`config.mk`:
```
export PLATFORM = sky130hd
export DESIGN_NAME = capture_glitch_filter
export DESIGN_NICKNAME = d
export VERILOG_FILES = /design/src/rtl/cgf_pkg.sv /design/src/rtl/cgf_sync.sv /design/src/rtl/cgf_edge_detect.sv /design/src/rtl/cgf_delay_counter.sv /design/src/rtl/capture_glitch_filter.sv
export SDC_FILE = /design/constraint.sdc
export NUM_CORES = 1
export LEC_CHECK = 0
export ABC_AREA = 1
export BUFFER_PORTS_ARGS = -buffer_cell sky130_fd_sc_hd__buf_2
export CAP_MARGIN = 20
export CELL_PAD_IN_SITES_DETAIL_PLACEMENT = 1
export CELL_PAD_IN_SITES_GLOBAL_PLACEMENT = 1
export CORE_MARGIN = 5
export CORE_UTILIZATION = 45
export DETAILED_ROUTE_END_ITERATION = 7
export PLACE_DENSITY_LB_ADDON = 0.1
export RECOVER_POWER = 100
export SKIP_LAST_GASP = 1
export SYNTH_ARGS = -nofsm -noshare
export SYNTH_HDL_FRONTEND = slang
export SYNTH_SLANG_ARGS = --single-unit
```
`constraint.sdc`:
```
create_clock -name clk -period 3.3 [get_ports clk]
set_input_delay 0.165 -clock clk [delete_from_list [all_inputs] [get_ports clk]]
set_output_delay 0.165 -clock clk [all_outputs]
set_load 0.005 [all_outputs]
```
`src/rtl/cgf_pkg.sv`:
```
`timescale 1ns/1ps
package cgf_pkg;
    typedef enum logic {
        ST_IDLE  = 1'b0,
        ST_COUNT = 1'b1
    } cgf_state_e;

    typedef enum logic [1:0] {
        POL_NONE = 2'b00,
        POL_RISE = 2'b01,
        POL_FALL = 2'b10,
        POL_ANY  = 2'b11
    } cgf_pol_e;

    localparam logic [1:0] DLY_BYPASS = 2'b00;
endpackage

```
`src/rtl/cgf_sync.sv`:
```
`timescale 1ns/1ps
module cgf_sync #(
    parameter int STAGES = 2
) (
    input  logic clk,
    input  logic rst_n,
    input  logic d,
    output logic q
);
    logic [STAGES-1:0] chain_q;

    generate
        if (STAGES == 1) begin : g_single
            always_ff @(posedge clk or negedge rst_n) begin
                if (!rst_n) chain_q <= '0;
                else        chain_q <= d;
            end
        end else begin : g_multi
            always_ff @(posedge clk or negedge rst_n) begin
                if (!rst_n) chain_q <= '0;
                else        chain_q <= {chain_q[STAGES-2:0], d};
            end
        end
    endgenerate

    assign q = chain_q[STAGES-1];
endmodule

```
`src/rtl/cgf_edge_detect.sv`:
```
`timescale 1ns/1ps
module cgf_edge_detect
    import cgf_pkg::*;
(
    input  logic     clk,
    input  logic     rst_n,
    input  logic     lvl,
    input  cgf_pol_e pol,
    output logic     hit,
    output logic     pre_lvl
);
    logic prev_q;
    logic rise, fall;

    always_ff @(posedge clk or negedge rst_n) begin
        if (!rst_n) prev_q <= 1'b0;
        else        prev_q <= lvl;
    end

    always_comb begin
        rise = lvl & ~prev_q;
        fall = ~lvl & prev_q;
        unique case (pol)
            POL_NONE: hit = 1'b0;
            POL_RISE: hit = rise;
            POL_FALL: hit = fall;
            POL_ANY:  hit = rise | fall;
            default:  hit = 1'b0;
        endcase
    end

    assign pre_lvl = prev_q;
endmodule

```
`src/rtl/cgf_delay_counter.sv`:
```
`timescale 1ns/1ps
module cgf_delay_counter #(
    parameter int CNT_W = 11
) (
    input  logic             clk,
    input  logic             rst_n,
    input  logic             clear,
    input  logic             run,
    input  logic [CNT_W-1:0] limit,
    output logic             done,
    output logic [CNT_W-1:0] count
);
    logic [CNT_W-1:0] cnt_q;

    always_ff @(posedge clk or negedge rst_n) begin
        if (!rst_n)     cnt_q <= '0;
        else if (clear) cnt_q <= '0;
        else if (run)   cnt_q <= cnt_q + CNT_W'(1);
    end

    assign done  = run && (cnt_q == limit - CNT_W'(1));
    assign count = cnt_q;
endmodule

```
`src/rtl/capture_glitch_filter.sv`:
```
`timescale 1ns/1ps
module capture_glitch_filter
    import cgf_pkg::*;
#(
    parameter int SYNC_STAGES = 2,
    parameter int BASE_LOG2   = 8
) (
    input  logic       clk,
    input  logic       rst_n,
    input  logic       pin_in,
    input  logic [1:0] edge_pol,
    input  logic       dly_wr_en,
    input  logic [1:0] dly_wr_data,
    output logic [1:0] dly_rd,
    output logic       qual_pulse
);
    localparam int CNT_W = BASE_LOG2 + 3;

    cgf_state_e       state_q, state_d;
    logic [1:0]       sel_q;
    logic             ref_q;
    logic             pulse_q, pulse_d;
    logic             lvl_sync, lvl_pre, edge_hit;
    logic             sel_change, cnt_clear, cnt_run, cnt_done, capture_ref;
    logic [CNT_W-1:0] limit, cnt_val;

    cgf_sync #(.STAGES(SYNC_STAGES)) u_sync (
        .clk(clk), .rst_n(rst_n), .d(pin_in), .q(lvl_sync)
    );

    cgf_edge_detect u_edge (
        .clk(clk), .rst_n(rst_n), .lvl(lvl_sync), .pol(cgf_pol_e'(edge_pol)),
        .hit(edge_hit), .pre_lvl(lvl_pre)
    );

    cgf_delay_counter #(.CNT_W(CNT_W)) u_cnt (
        .clk(clk), .rst_n(rst_n), .clear(cnt_clear), .run(cnt_run),
        .limit(limit), .done(cnt_done), .count(cnt_val)
    );

    // window length: 2^(BASE_LOG2 + sel - 1)
    always_comb begin
        limit = CNT_W'(1) << (BASE_LOG2 - 1 + int'(sel_q));
    end

    assign sel_change = dly_wr_en && (dly_wr_data != sel_q);

    // next-state logic
    always_comb begin
        state_d = state_q;
        unique case (state_q)
            ST_IDLE: begin
                if (edge_hit && sel_q != DLY_BYPASS) state_d = ST_COUNT;
            end
            ST_COUNT: begin
                if (sel_change || cnt_done) state_d = ST_IDLE;
            end
            default: state_d = ST_IDLE;
        endcase
    end

    // output and datapath control
    always_comb begin
        pulse_d     = 1'b0;
        cnt_run     = 1'b0;
        cnt_clear   = 1'b1;
        capture_ref = 1'b0;
        unique case (state_q)
            ST_IDLE: begin
                capture_ref = edge_hit;
                pulse_d     = edge_hit && (sel_q == DLY_BYPASS);
            end
            ST_COUNT: begin
                cnt_run   = !sel_change;
                cnt_clear = sel_change || cnt_done;
                pulse_d   = !sel_change && cnt_done && (lvl_sync != ref_q);
            end
            default: ;
        endcase
    end

    always_ff @(posedge clk or negedge rst_n) begin
        if (!rst_n) state_q <= ST_IDLE;
        else        state_q <= state_d;
    end

    always_ff @(posedge clk or negedge rst_n) begin
        if (!rst_n) begin
            sel_q   <= DLY_BYPASS;
            ref_q   <= 1'b0;
            pulse_q <= 1'b0;
        end else begin
            pulse_q <= pulse_d;
            if (capture_ref) ref_q <= lvl_pre;
            if (dly_wr_en)   sel_q <= dly_wr_data;
        end
    end

    assign dly_rd     = sel_q;
    assign qual_pulse = pulse_q;
endmodule

```
==> impl_metrics.tcl <==
set metrics [dict create \
    status "completed" \
    clockBufferDepth 2 \
    die-area_um2 3360 \
    p_switching_uw 128 \
    rrSetupSlack_ns 1.69 \
    p_seq_share_pct 58.6 \
    ios 11 \
    report.final.slew_viol_count 0 \
    initial_utilization_pct 46.7 \
    cp-end-kind "flop" \
    clock_latency_ns 0.29 \
    rsz0062_at_grt "no" \
    leakage_uw 0.000556 \
    grt_pass1_wl_um 3950 \
    ant_nets 0 \
    avgViaCountPerCell 4.94 \
    required_ns 3.47 \
    power.internal_uw 319 \
    crit_path_end "u_cnt.count[7]" \
    combPwrFrac_pct 15.0 \
    reg2reg_to "u_cnt.count[7]" \
    max_cap_violations 0 \
    grt_max_degree 20 \
    final_common_cell "nand2_1" \
    synth_cell_types 21 \
    cp-start-kind "flop" \
    ir_worst_vdd_v 0.000325 \
    r2r_cells 8 \
    die_h_um 57.9 \
    synth_fp_nets 142 \
    rr_startpoint "dly_rd[0]" \
    crit_type "flop to flop" \
    cts_resized 0 \
    crit_start "dly_rd[0]" \
    synth-simple-area-share_pct 29.1 \
    diodes 0 \
    synth_cells 130 \
    synth_area_per_cell_um2 7.95 \
    tns_ns 0 \
    synth-adder-area-share_pct 4.84 \
    core-area_um2 2210 \
    swShare_pct 28.6 \
    cp_max_fo 12 \
    dr.pass1.iters 4 \
    wirelength_um 2260 \
    synth_seq_cells 19 \
    pwr-share-clk_pct 26.4 \
    syn_to_final_growth_pct 10.9 \
    drc 0 \
    setup_viol 0 \
    grt_pass1_vias 920 \
    finalCritPeriodShare_pct 48.9 \
    cts_tree "built" \
    grt-ovfl-total 0 \
    synth_warnings 0 \
    tightestPinTransition_ns 1.04 \
    relSlewSlack_pct 30.4 \
    vias 854 \
    synth_seq_area_share_pct 46.0 \
    netlist.area_leader.share_pct 46.0 \
    first_iter_violations 22 \
    synth_top_family_by_area "simple AND/OR/NAND/NOR gates" \
    std_cell_rows 17 \
    cts-buffers-inserted 3 \
    wire_per_inst_um 13.0 \
    grt.total_usage_pct 15.6 \
    htree_num_levels 1 \
    yosys.area.top_type "dfrtp_1" \
    synth_compound_area_share_pct 7.75 \
    hpwlAfterDp_um 1730 \
    synth.area.mux_share_pct 0 \
    synth_area_leaders "dfrtp_1 (46%), nand2_1 (12%), nor2_1 (6.5%)" \
    layout.nets 158 \
    synth_xor_xnor_area_share_pct 5.08 \
    cp.arrival_ns 1.78 \
    power_density_nw_per_um2 390 \
    portBuffers 10 \
    synthesis.area_um2 1030 \
    finalClockSkew_ns 0.00572 \
    clock_tree.root_cell "clkbuf_4" \
    clock.fmax_ghz 0.620 \
    hold_viol 0 \
    period_needed_ns 1.61 \
    cts_num_sinks 19 \
    fp.dieW_um 57.9 \
    final_layout_size_suffix_gt1_share_pct 12.4 \
    antenna_found_initial 0 \
    final_cell_mix "nand2_1 (34), dfrtp_1 (19), nor2_1 (18)" \
    path_clk_slew_ns 0.10 \
    hold_class "input port to flop" \
    gp_routability_congestion 0.745 \
    power_uw 447 \
]
[stage by stage]
stage                     std cells  worst slack, ns  hold WS (ns)  cell area, µm²  utilization, %
final                           173             1.69         0.106            1150            51.8
after global routing            173             1.52         0.116            1150            51.8
after CTS                       173             1.80        0.0980            1150            52.1
after detailed placement        167             1.82         0.137            1110            50.1
after global placement          167             1.93         0.136            1110            50.1
after floorplan                 130             1.97        -0.131            1030               -
[synthesized netlist by cell type (all sizes together)]
| library cell | n |
|---|---|
| o21bai | 1 |
| nand4 | 2 |
| nand3 | 9 |
| nor2 | 21 |
| a21o | 1 |
| o211ai | 1 |
| o21ai | 7 |
| xor2 | 3 |
| inv | 17 |
| a21oi | 3 |
| buf | 1 |
| dfrtp | 19 |
| o31ai | 1 |
| nand2 | 36 |
| xnor2 | 3 |
| or2 | 1 |
| ha | 4 |
[area by class of cell]
type,instances,area [µm²]
fill,279,1070
multi-input combinational,93,478
sequential,19,475
timing repair buffer,12,67.6
inverter,17,63.8
tap,28,35.0
clock buffer,4,26.3
[power groups by stage]
| stage | combinational [µW] | sequential (µW) | clock (µW) |
|---|---|---|---|
| CTS | 71.0 | 262 | 127 |
| detailed placement | 69.0 | 267 | 0 |
| floorplan | 46.9 | 263 | 0 |
| global route | 78.0 | 264 | 140 |
| finish | 67.3 | 262 | 118 |
| global placement | 65.2 | 265 | 0 |
[worst min-delay path by stage]
stage | from | end | cells after the start
after floorplan | rst_n | dly_rd[0] | 0
after global placement | rst_n | dly_rd[0] | 1
after detailed placement | rst_n | dly_rd[0] | 1
after CTS | dly_wr_data[0] | dly_rd[0] | 3
after global routing | dly_wr_data[0] | dly_rd[0] | 3
final | dly_wr_data[0] | dly_rd[0] | 3
[flip-flops by register name, indices dropped and copies added, names as in the netlist]
register and count:
u_sync.chain_q 2, state_q 1, u_edge.pre_lvl 1, dly_rd 2
ref_q 1, qual_pulse 1, u_cnt.count 11
[worst max-delay path: stages, from the launching register on]
cell,delay (ns)
dfrtp_1,0.46
inv_1,0.17
nand2_1,0.14
nand2_1,0.08
nand2_1,0.05
nor2_1,0.10
nand3_1,0.08
nand2_1,0.34
nor2_1,0.08
[what timing repair did]
| item | CTS | global route |
|---|---|---|
| endpoints found under the hold margin | 20 | 0 |
| setup buffers | 0 | 0 |
| hold buffers | 2 | 0 |
[cell families (layout without fill, tap and decap cells)]
family | count (synthesis) | count (layout)
buf+inv | 18 | 33
flops | 19 | 19
xor+xnor | 6 | 6
simple gates | 69 | 69
compound gates | 14 | 14
fa+ha+maj | 4 | 4
[metal layers]
layer	wire, µm	GRT usage (%)	vias to the layer above
met5	0	0	-
met3	66	2.45	6
met4	67	8.28	0
li1	-	-	437
met2	1070	27.1	12
met1	1050	18.4	399
Note: power is estimated with default switching activity, not from simulation.
